$ cat src/rtl/spi_mem_ctrl.sv
module spi_mem_ctrl (
  input  logic        clk,
  input  logic        rst_n,
  input  logic        bus_wr,
  input  logic [4:0]  bus_addr,
  input  logic [31:0] bus_wdata,
  output logic [31:0] bus_rdata,
  output logic        sclk,
  output logic        mosi,
  input  logic        miso,
  output logic [3:0]  cs_n
);

  logic        sw_mode, wb_mode;
  logic [2:0]  cfg_tx, cfg_rx;
  logic [1:0]  cfg_bank;
  logic        done;
  logic [7:0]  fstat;
  logic [31:0] txd;
  logic [23:0] rxd;

  logic        busy, ph;
  logic [31:0] shreg;
  logic [23:0] rxs;
  logic [5:0]  bitcnt, nbits, txbits;
  logic [1:0]  rxn, cur_bank;
  logic        cur_rsr, cur_send;

  logic        wr_c2, wr_st, req_rsr, req_we, req_send, launch, last_bit;
  logic [2:0]  tx_n, rx_n;
  logic [23:0] rx_pack;

  assign wr_c2    = bus_wr && bus_addr == 5'h04;
  assign wr_st    = bus_wr && bus_addr == 5'h08;
  assign req_rsr  = wr_c2 && bus_wdata[10];
  assign req_we   = wr_c2 && bus_wdata[11];
  assign req_send = wr_c2 && bus_wdata[7] && sw_mode;
  assign launch   = !busy && (req_rsr || req_we || req_send);
  assign last_bit = busy && ph && (bitcnt == nbits - 6'd1);

  assign tx_n = (bus_wdata[2:0] == 3'd0) ? 3'd1 :
                (bus_wdata[2:0] > 3'd4)  ? 3'd4 : bus_wdata[2:0];
  assign rx_n = (bus_wdata[6:4] > 3'd3)  ? 3'd3 : bus_wdata[6:4];

  always_comb begin
    case (rxn)
      2'd1:    rx_pack = {16'h0, rxs[7:0]};
      2'd2:    rx_pack = {8'h0, rxs[7:0], rxs[15:8]};
      2'd3:    rx_pack = {rxs[7:0], rxs[15:8], rxs[23:16]};
      default: rx_pack = 24'h0;
    endcase
  end

  assign sclk = !(busy && !ph);
  assign mosi = shreg[31];
  assign cs_n = busy ? ~(4'b0001 << cur_bank) : 4'hF;

  always_comb begin
    case (bus_addr)
      5'h00:   bus_rdata = {2'b00, wb_mode, sw_mode, 28'h0};
      5'h04:   bus_rdata = {18'h0, cfg_bank, 5'h0, cfg_rx, 1'b0, cfg_tx};
      5'h08:   bus_rdata = {23'h0, done, fstat};
      5'h0C:   bus_rdata = txd;
      5'h10:   bus_rdata = {8'h0, rxd};
      default: bus_rdata = 32'h0;
    endcase
  end

  always_ff @(posedge clk or negedge rst_n) begin
    if (!rst_n) begin
      sw_mode <= 1'b0; wb_mode <= 1'b0;
      cfg_tx <= '0; cfg_rx <= '0; cfg_bank <= '0;
      txd <= '0;
    end else if (bus_wr) begin
      if (bus_addr == 5'h00) begin
        sw_mode <= bus_wdata[28];
        wb_mode <= bus_wdata[29];
      end
      if (bus_addr == 5'h04) begin
        cfg_tx   <= bus_wdata[2:0];
        cfg_rx   <= bus_wdata[6:4];
        cfg_bank <= bus_wdata[13:12];
      end
      if (bus_addr == 5'h0C) txd <= bus_wdata;
    end
  end

  always_ff @(posedge clk or negedge rst_n) begin
    if (!rst_n) begin
      busy <= 1'b0; ph <= 1'b0; shreg <= '0; rxs <= '0;
      bitcnt <= '0; nbits <= '0; txbits <= '0; rxn <= '0;
      cur_bank <= '0; cur_rsr <= 1'b0; cur_send <= 1'b0;
      done <= 1'b0; fstat <= '0; rxd <= '0;
    end else begin
      if (wr_st && !bus_wdata[8]) done <= 1'b0;
      if (launch) begin
        busy     <= 1'b1;
        ph       <= 1'b0;
        bitcnt   <= '0;
        rxs      <= '0;
        cur_bank <= bus_wdata[13:12];
        cur_rsr  <= req_rsr;
        cur_send <= !req_rsr && !req_we;
        if (req_rsr) begin
          shreg <= {8'h05, 24'h0}; txbits <= 6'd8; nbits <= 6'd16; rxn <= 2'd1;
        end else if (req_we) begin
          shreg <= {8'h06, 24'h0}; txbits <= 6'd8; nbits <= 6'd8;  rxn <= 2'd0;
        end else begin
          shreg  <= {txd[7:0], txd[15:8], txd[23:16], txd[31:24]};
          txbits <= {tx_n, 3'b000};
          nbits  <= {tx_n, 3'b000} + {rx_n, 3'b000};
          rxn    <= rx_n[1:0];
        end
      end else if (busy) begin
        ph <= !ph;
        if (!ph) begin
          if (bitcnt >= txbits) rxs <= {rxs[22:0], miso};
        end else begin
          shreg  <= {shreg[30:0], 1'b0};
          bitcnt <= bitcnt + 6'd1;
          if (last_bit) begin
            busy <= 1'b0;
            done <= 1'b1;
            if (cur_rsr)  fstat <= rxs[7:0];
            if (cur_send) rxd   <= rx_pack;
          end
        end
      end
    end
  end


  cs_onehot_chk: assert property (@(posedge clk) disable iff (!rst_n)
    $onehot0(~cs_n));


  idle_clk_chk: assert property (@(posedge clk) disable iff (!rst_n)
    (&cs_n) |-> sclk);


  done_clear_chk: assert property (@(posedge clk) disable iff (!rst_n)
    $fell(done) |-> $past(bus_wr && bus_addr == 5'h08 && !bus_wdata[8]));


  done_set_chk: assert property (@(posedge clk) disable iff (!rst_n)
    $rose(done) |-> ((&cs_n) && !$past(&cs_n)));


  bank_hold_chk: assert property (@(posedge clk) disable iff (!rst_n)
    (!(&cs_n) && !$past(&cs_n)) |-> $stable(cs_n));

endmodule

$ cat config.mk
export PLATFORM = sky130hd
export DESIGN_NAME = spi_mem_ctrl
export DESIGN_NICKNAME = d
export VERILOG_FILES = /design/src/rtl/spi_mem_ctrl.sv
export SDC_FILE = /design/constraint.sdc
export NUM_CORES = 1
export LEC_CHECK = 0
export BUFFER_PORTS_ARGS = -buffer_cell sky130_fd_sc_hd__buf_2
export CORE_ASPECT_RATIO = 0.8
export CORE_MARGIN = 4
export CORE_UTILIZATION = 30
export CTS_CLUSTER_DIAMETER = 100
export CTS_CLUSTER_SIZE = 40
export DETAILED_ROUTE_END_ITERATION = 7
export GPL_TIMING_DRIVEN = 0
export HOLD_SLACK_MARGIN = 0.03
export PLACE_DENSITY = 0.57
export RECOVER_POWER = 100
export SYNTH_ARGS = -nofsm -noshare
export SYNTH_HDL_FRONTEND = slang
export SYNTH_SLANG_ARGS = --single-unit
$ cat constraint.sdc
create_clock -name clk -period 2.6 [get_ports clk]
set_clock_uncertainty 0.15 [all_clocks]
set_input_delay 0.39 -clock clk [delete_from_list [all_inputs] [get_ports clk]]
set_output_delay 0.39 -clock clk [all_outputs]
set_load 0.01 [all_outputs]
==> results by group <==
Status
  • Status: finished clean

Timing
  • Slew Limit Fails: 0
  • Fmax achieved: 0.399 GHz
  • RSZ-0062 raised after global routing: yes
  • Worst slew pin tran: 1.39 ns
  • Final Hold Fails: 0
  • Final hold slack: 0.0455 ns
  • Final period util: 96.5%
  • Minimum clock period after layout: 2.51 ns
  • Normalized max-slew margin: 7.28%
  • Final setup fails: 0

GRT
  • Total track usage: 15.6%
  • Antenna violations before repair: 0
  • First-pass GRT wire length: 32,100 microns
  • Largest net degree at the start of global routing: 99
  • Vias in the first global route: 5,396
  • Total gr overflow: 0

Pwr
  • Static Leak: 3.90 nW
  • Peak supply drop: 0.489 mV
  • PwrDens: 831 nW/um^2
  • Design Power: 7.13 mW

Job
  • Max Cap Violations: 0

Hold path
  • Hold path depth: 2
  • Worst hold start: bus_wdata[21]
  • Worst min path class: in -> reg

Yosys
  • Cell with the most instances after synthesis: dfrtp_1
  • Share of the synthesized area in the top cell type: 52.5%
  • Synth Warn #: 0
  • FF+latch count, synth: 151
  • Top cells by count, synth: dfrtp_1, nand2_1, mux2_2, nor2_1
  • Leading cell types by total area after synthesis: dfrtp_1, mux2_2, nand2_1, mux2i_1, a21oi_1
  • Sequential share of the synthesized area: 52.5%
  • Syn Nets: 730
  • Syn Std Cell Area: 7190 sq um
  • Syn Area/Cell: 10.6 sq um
  • Ys async rst share: 100%
  • Synth Flop Type: dfrtp_1
  • Number of flops mapped to enable cells by yosys: 0
  • Syn Inst Count: 681
  • Biggest area consumer among synthesized cells: dfrtp_1
  • Post-synthesis cell type count: 52

Placed design
  • Placer Congestion: 0.826
  • HPWL Detailed: 14,900 microns
  • Port Buffers: 77

Routing
  • # DRC: 0
  • Initial DRC count: 436
  • Via-to-Cell Ratio: 4.98
  • Wire per inst: 18.4 microns
  • Via count: 5,495
  • DRT antenna net count: 0
  • Final wirelength: 20,300 microns
  • Initial DRT Pass Iterations: 5

Clocking
  • CTS tree: done
  • CTS clk-pin slew, worst paths: 0.06 ns
  • CTS Buf Count: 17
  • Number of H-tree levels: 4
  • Postcts setup bufs: 0
  • Clock sink count: 151
  • Clk_lat worst skew: 0.43 ns
  • CTS Root Cell: clkbuf_16
  • Clock Tree Buf Depth: 2

Layout
  • Final Util: 36.6%
  • Layout cells sized above 1: 23.2%
  • Nets: 829
  • Area growth syn-to-layout: 19.3%
  • # fillers: 2,370
  • Diode count: 0

Floorplan
  • Die area: 26,500 sq um
  • Initial Util: 30.7%
  • Core area: 23,500 sq um
  • Row Count: 50
  • Die Width: 181 microns
  • Die Ht: 146 microns
  • # IOs: 79

Setup path
  • Critical path launch point type: input pin
  • CP startpoint: bus_addr[1]
  • Worst setup EP type: primary output
  • Worst Path Max Fanout: 10
  • Worst-case reg-to-reg path depth: 7
  • Crit Path Category: in -> out
  • Worst path required time: 2.06 ns
  • Crit path DAT: 1.97 ns
  • Reg-to-reg startpoint: nbits[3]$_DFFE_PN0N_
[report_power, final]
group          switching (mW)  internal [mW]  total [mW]
Sequential              0.438           2.85        3.29
Combinational           0.802          0.661        1.46
Clock                   0.973           1.41        2.38
Total                    2.21           4.92        7.13
[critical path, stage by stage]
cell and delay, ns:
buf_2 0.11, nor3_1 0.31, and3_1 0.20, clkbuf_1 0.25, buf_2 0.34, a22o_1 0.19, clkbuf_1 0.18
[repair_timing]
action	CTS	global route
resized for setup	13	6
pin swaps	0	1
cloned	0	0
hold buffers	4	0
endpoints found under the setup margin	78	42
endpoints found under the hold margin	56	0
[state kept, by name (all words and copies together), names as in the netlist, 2 cells and up]
name      count
shreg        32
txd          32
rxd          24
rxs          24
fstat         8
bitcnt        6
cfg_rx        3
cfg_tx        3
nbits         3
txbits        3
cfg_bank      2
cur_bank      2
rxn           2
[cell families (layout without fill, tap and decap cells)]
family,after synthesis,in the layout,share of synthesized area (%)
simple gates,186,186,12.1
flops,151,151,52.5
compound gates,143,143,12.9
mux,98,98,14.8
buf+inv,87,198,4.98
fa+ha+maj,8,8,1.50
xor+xnor,8,8,1.18
[cell type report]
class	instances	area, sq um	area share, %
tap	312	390	4.55
sequential	151	3780	44.1
timing repair buffer	82	420	4.90
inverter	41	154	1.79
clock buffer	23	488	5.69
clock inverter	8	72.6	0.846
multi-input combinational	443	3070	35.8
buffer	44	200	2.33
[path summary, 6_finish.rpt]
check	end	slack, ns
max in group asynchronous	rxs[6]$_DFFE_PN0P_	0.42
setup reg to reg	fstat[6]$_DFFE_PN0P_	0.14
setup / recovery	bus_rdata[22]	0.09
hold / removal	txd[21]$_DFFE_PN0P_	0.05
hold reg to reg	done$_DFF_PN0_	0.34
min in group asynchronous	sw_mode$_DFFE_PN0P_	0.66
[stage by stage]
stage,TNS [ns],setup slack [ns],std cells,area [sq um]
after floorplan,0,0.273,681,7190
after global placement,-219.72,-1.41,1070,7970
after detailed placement,-12.10,-0.293,1071,8000
after CTS,0,0.00753,1106,8630
after global routing,-0.0110,-0.00641,1104,8580
final,0,0.0913,1104,8580
[routing by layer]
layer  vias up  track usage [%]  routed length (microns)
met1      2766             23.8                    10300
met2       146             22.4                     8680
met5         -                0                        0
met3        16             3.84                     1140
li1       2567                -                        -
met4         0             3.60                      193
[cell usage in the layout, fill, tap and decap left out, types with 12 or more instances in the layout]
master     count
nor2b_1       12
inv_1         41
clkbuf_16     17
dfrtp_1      151
nor2_1        42
a21oi_1       40
clkbuf_1      45
mux2_2        66
mux2i_1       32
clkbuf_2      19
nand2_1       89
a22o_1        19
buf_2         54
o21ai_0       38
Note: power is estimated with default switching activity, not from simulation.
